## config.mk

```make
export PLATFORM = sky130hd
export DESIGN_NAME = slot_window_decoder
export DESIGN_NICKNAME = d
export VERILOG_FILES = /design/src/rtl/swd_pkg.sv /design/src/rtl/swd_region_classify.sv /design/src/rtl/swd_range_match.sv /design/src/rtl/swd_addr_remap.sv /design/src/rtl/slot_window_decoder.sv
export SDC_FILE = /design/constraint.sdc
export NUM_CORES = 1
export LEC_CHECK = 0
export BUFFER_PORTS_ARGS = -buffer_cell sky130_fd_sc_hd__buf_4
export CAP_MARGIN = 40
export CORE_MARGIN = 8
export CORE_UTILIZATION = 35
export CTS_CLUSTER_SIZE = 8
export DETAILED_ROUTE_END_ITERATION = 10
export PLACE_DENSITY = 0.77
export SLEW_MARGIN = 15
export SYNTH_ARGS = -nofsm -noshare
export SYNTH_HDL_FRONTEND = slang
export SYNTH_HIERARCHICAL = 1
export SYNTH_SLANG_ARGS = --single-unit
```

## constraint.sdc

```tcl
create_clock -name clk -period 1.46 [get_ports clk]
set_clock_uncertainty 0.2 [all_clocks]
set_input_delay 0.219 -clock clk [delete_from_list [all_inputs] [get_ports clk]]
set_output_delay 0.219 -clock clk [all_outputs]
set_load 0.02 [all_outputs]
```

## src/rtl/swd_pkg.sv

```systemverilog
package swd_pkg;
    localparam int ADDR_W  = 32;
    localparam int SLOT_W  = 3;
    localparam int REG_W   = 32;
    localparam int MASK_LO = 16;               // first address bit in range compare
    localparam int MASK_W  = 15;               // address bits 30:16
    localparam int WIN_LSB = 25;               // 32 MB windows
    localparam int REGION_N = 5;

    localparam logic [ADDR_W-1:0] REMAP_KEY = 32'hA000_0000;
    localparam logic [WIN_LSB-1:0] PAGE_BASE = 25'h1FF_FE00;

    typedef enum logic [2:0] {
        RG_MEM      = 3'd0,
        RG_GLOBAL   = 3'd1,
        RG_LOCAL    = 3'd2,
        RG_SLOT     = 3'd3,
        RG_UNMAPPED = 3'd4
    } region_e;
endpackage

```

## src/rtl/swd_region_classify.sv

```systemverilog
module swd_region_classify
    import swd_pkg::*;
(
    input  logic [ADDR_W-1:0]   addr,
    input  logic [SLOT_W-1:0]   slot_id,
    output logic [REGION_N-1:0] region_oh,
    output logic [SLOT_W-1:0]   slot_idx,
    output logic                own_hit,
    output logic                reg_page
);
    region_e rg;

    always_comb begin
        unique case ({addr[31], addr[30:28]}) inside
            4'b0???: rg = RG_MEM;
            4'b1000: rg = addr[27] ? RG_LOCAL : RG_GLOBAL;
            4'b1001: rg = RG_SLOT;
            default: rg = RG_UNMAPPED;
        endcase
    end

    always_comb begin
        region_oh = '0;
        region_oh[rg] = 1'b1;
        slot_idx  = addr[WIN_LSB +: SLOT_W];
        own_hit   = (rg == RG_SLOT) && (slot_idx == slot_id);
        reg_page  = own_hit && (addr[WIN_LSB-1:0] >= PAGE_BASE);
    end
endmodule

```

## src/rtl/swd_range_match.sv

```systemverilog
module swd_range_match
    import swd_pkg::*;
(
    input  logic [ADDR_W-1:0] addr,
    input  logic [REG_W-1:0]  range_cfg,
    output logic              range_hit
);
    localparam int EN_BIT = MASK_W;            // bit 15 doubles as enable
    logic [MASK_W-1:0] bit_ok;

    genvar i;
    generate
        for (i = 0; i < MASK_W; i++) begin : g_cmp
            assign bit_ok[i] = !range_cfg[i] ||
                               (addr[MASK_LO+i] == range_cfg[MASK_LO+i]);
        end
    endgenerate

    assign range_hit = range_cfg[EN_BIT] &&
                       (addr[ADDR_W-1] == range_cfg[REG_W-1]) &&
                       (&bit_ok);
endmodule

```

## src/rtl/swd_addr_remap.sv

```systemverilog
module swd_addr_remap
    import swd_pkg::*;
(
    input  logic [ADDR_W-1:0] host_addr,
    input  logic [ADDR_W-1:0] bus_addr,
    output logic [ADDR_W-1:0] host_to_bus,
    output logic [ADDR_W-1:0] bus_to_host
);
    assign host_to_bus = host_addr ^ REMAP_KEY;
    assign bus_to_host = bus_addr ^ REMAP_KEY;
endmodule

```

## src/rtl/slot_window_decoder.sv

```systemverilog
module slot_window_decoder
    import swd_pkg::*;
(
    input  logic                clk,
    input  logic                rst_n,
    input  logic [31:0]         bus_addr,
    input  logic [2:0]          slot_id,
    input  logic                cfg_we,
    input  logic [31:0]         cfg_wdata,
    input  logic [31:0]         host_addr,
    output logic [4:0]          region_oh,
    output logic [2:0]          slot_idx,
    output logic                own_hit,
    output logic                reg_page,
    output logic                range_hit,
    output logic                hit,
    output logic                hit_q,
    output logic [31:0]         host_to_bus,
    output logic [31:0]         bus_to_host
);
    logic [REG_W-1:0] range_q;

    always_ff @(posedge clk) begin
        if (!rst_n) begin
            range_q <= '0;
            hit_q   <= 1'b0;
        end else begin
            if (cfg_we) range_q <= cfg_wdata;
            hit_q <= hit;
        end
    end

    swd_region_classify u_cls (
        .addr(bus_addr), .slot_id(slot_id), .region_oh(region_oh),
        .slot_idx(slot_idx), .own_hit(own_hit), .reg_page(reg_page)
    );

    swd_range_match u_rng (
        .addr(bus_addr), .range_cfg(range_q), .range_hit(range_hit)
    );

    swd_addr_remap u_map (
        .host_addr(host_addr), .bus_addr(bus_addr),
        .host_to_bus(host_to_bus), .bus_to_host(bus_to_host)
    );

    assign hit = region_oh[RG_LOCAL] | own_hit | range_hit;
endmodule

```

==> results.md <==
- Total count of max-transition violations in the final report: 0
- Yosys warning count: 6
- Length of the first detailed-routing pass in iterations: 4
- Hold_ws: 3.55 ps
- DRT Wirelength: 5600 µm
- Master cell of the clock root buffer: sky130_fd_sc_hd__clkbuf_8
- Remaining number of nets flagged by the antenna check after routing: 0
- Vias in the first global route: around 1800
- CTS tree: done
- Minimum setup slack after placement: -407 ps
- Transition time at the pin with the least slew margin: 293 ps
- Headroom to the max-slew limit: 80.5%
- RSZ-0062 raised after global routing: true
- Number of nets in the finished design: 390
- Total congestion overflow: 0
- Number of endpoints with negative hold slack in the final report: 0
- Antenna violations before repair: 0
- Synthesis-to-layout area growth: 36.9%
- Final non-filler cell total: 363
- Endpoints failing setup: 5
- Ratio of final minimum period to clock period: 139%
- Post-layout minimum cycle time: 2030 ps
- Clock Pin Slew Worst Setup and Hold Paths: ~60 ps
- Fraction of the yosys area taken by sequential cells: roughly a third
- Number of levels in the clock H-tree: 2
- Commonest non-fill, non-tap cell in the layout: sky130_fd_sc_hd__buf_4
- 1st-iter DRT viols: 60
- Largest fanout on the critical path: 2
- Count of cell types in the netlist: 22
- Vias post-DR: 1622
- Critical path type: flop to output pin
- Worst IR drop on VDD: between 0.4 and 0.5 mV
- Flip-flop and latch count after synthesis: 33
- Final weighted congestion in routability-driven placement: 0.696
- Maxcap violations: 0
- Synth Instances: 217
- CTS max path bufs: 2
- Total number of placement rows: 28
- Routed via count divided by cell count: 4.47
- Starting Density: 35.8%
- Clock latency of the later-clocked register in the worst-skew pair: roughly 280 ps
- Post-placement cell count: 341
- Worst min path class: input port to flop
- Synthesized area: 0.00211 mm²
- TritonCTS Buffers: 5
- Antenna Diode Count: 0
- Kind of capture point of the worst setup path: output pin
- Fraction of layout cells with a size suffix above 1: 50.7%
- Die footprint: 0.00876 mm²
- Result of the run: finished with violations
- Power per unit of standard cell area: 789 mW/mm²
- Detail Placement HPWL: 4410 µm
- Syn nets: 319
- Violated checks: negative setup slack
- Post-detailed-route DRC marker count: 0
- Sinks on Clock Net: 33
- Lkg Pwr: 0.00140 µW
- Core region area: 0.00589 mm²
- Worst setup SP type: flop
- Arrival time worst endpoint: 1610 ps
- Die Y: 93.6 µm
- Peak clock frequency supported by timing: 492 MHz
- Die X: 93.6 µm
- Routed length per instance: 15.4 µm
- I/O Pins: approximately 180
- Number of I/O port buffers: 100
- Final worst setup slack: -573 ps
- Maximum number of pins on one net before global-route repair: 34
- Worst Path Required: 1040 ps
- Post-Synthesis Mean Instance Area: 9.71 µm²
- Share of the core filled with cells: 49.0%
- Overall routing resource usage: between 10 and 15%
- Wire length of the first global-routing pass: around 8700 µm
- Leading cell types in the layout, fill and taps excluded: sky130_fd_sc_hd__buf_4 (114), sky130_fd_sc_hd__mux2i_1 (32), sky130_fd_sc_hd__nor2b_1 (32), sky130_fd_sc_hd__dfxtp_1 (24), sky130_fd_sc_hd__dlygate4sd3_1 (14)
[path summary, 6_finish.rpt]
path	start	to	slack (ps)	cells after the start
worst max register to register	range_q[29]	hit_q	-180	6
worst min-delay path	cfg_wdata[0]	range_q[0]	4	3
worst max-delay path	range_q[29]	hit	-570	6
worst min register to register	range_q[17]	range_q[17]	320	2
[layout make-up]
cell class	instances	area, µm²
Fill cell	561	3000
Multi-Input combinational cell	109	932
Inverter	5	18.8
Timing Repair Buffer	134	1080
Tap cell	75	93.8
Clock buffer	7	86.3
Sequential cell	33	672
[sequential cells by signal (all words and copies together), names as in the netlist]
name and cells:
range_q 32, hit_q 1
[through the flow]
step | instance area (µm²) | setup TNS [ps] | power (µW)
CTS | 2860 | -1690 | 2310
floorplan | 2130 | -409 | 1470
detailed placement | 2590 | -1300 | 1570
global route | 2880 | -1860 | 2410
global placement | 2590 | -1310 | 1560
finish | 2880 | -1600 | 2280
[cells in the mapped netlist, drive strengths merged]
library cell | number | share of area, %
nor4b | 1 | 0.42
xor2 | 15 | 6.2
and4bb | 1 | 0.59
nand2 | 2 | 0.36
buf | 67 | 26
nor4 | 1 | 0.30
or3 | 1 | 0.53
clkbuf | 3 | 0.53
and4b | 1 | 0.48
and4 | 1 | 0.42
nor2b | 32 | 9.5
nand4 | 6 | 1.8
xnor2 | 4 | 1.7
dfxtp | 33 | 31
nor3 | 1 | 0.48
and2 | 2 | 0.59
mux2i | 32 | 15
nor2 | 2 | 0.36
inv | 5 | 0.89
a22oi | 7 | 2.5
[worst max-delay path, cell delays in order (launching register included)]
cell and delay, ps:
sky130_fd_sc_hd__dfxtp_2 340, sky130_fd_sc_hd__xor2_2 170, sky130_fd_sc_hd__a22oi_1 110, sky130_fd_sc_hd__nand4_1 140, sky130_fd_sc_hd__nor3_4 50, sky130_fd_sc_hd__or3_4 370, sky130_fd_sc_hd__buf_6 140
[report_power, final]
| part | internal (µW) | leakage (µW) | total [µW] | switching [µW] |
|---|---|---|---|---|
| Sequential | 957 | 0.000276 | 989 | 32.2 |
| Clock | 374 | 0.0000443 | 688 | 314 |
| Combinational | 342 | 0.00108 | 599 | 257 |
| Total | 1670 | 0.00140 | 2280 | 603 |
[cells by family after synthesis]
kind of cell	share of synthesized area, %
buffers and inverters	27.3
and+or+nand+nor	15.8
DFF	31.4
muxes	15.2
xor gates and xnor gates	7.90
AOI/OAI and AO/OA	2.49
[metal layers]
layer	wire length, µm	vias to the layer above	global-route usage (%)
met1	2200	754	13.1
met2	2780	63	21.9
li1	-	789	-
met4	66	0	3.70
met5	0	-	0
met3	549	16	5.61
[repair_timing]
item / CTS / global route
gates resized for setup: 8 / 7
endpoints found under the hold margin: 14 / 0
pin swaps: 8 / 6
buffers inserted: 1 / 0
hold buffers: 14 / 0
endpoints found under the setup margin: 5 / 6
No activity file was read; power rests on OpenSTA's default activity.
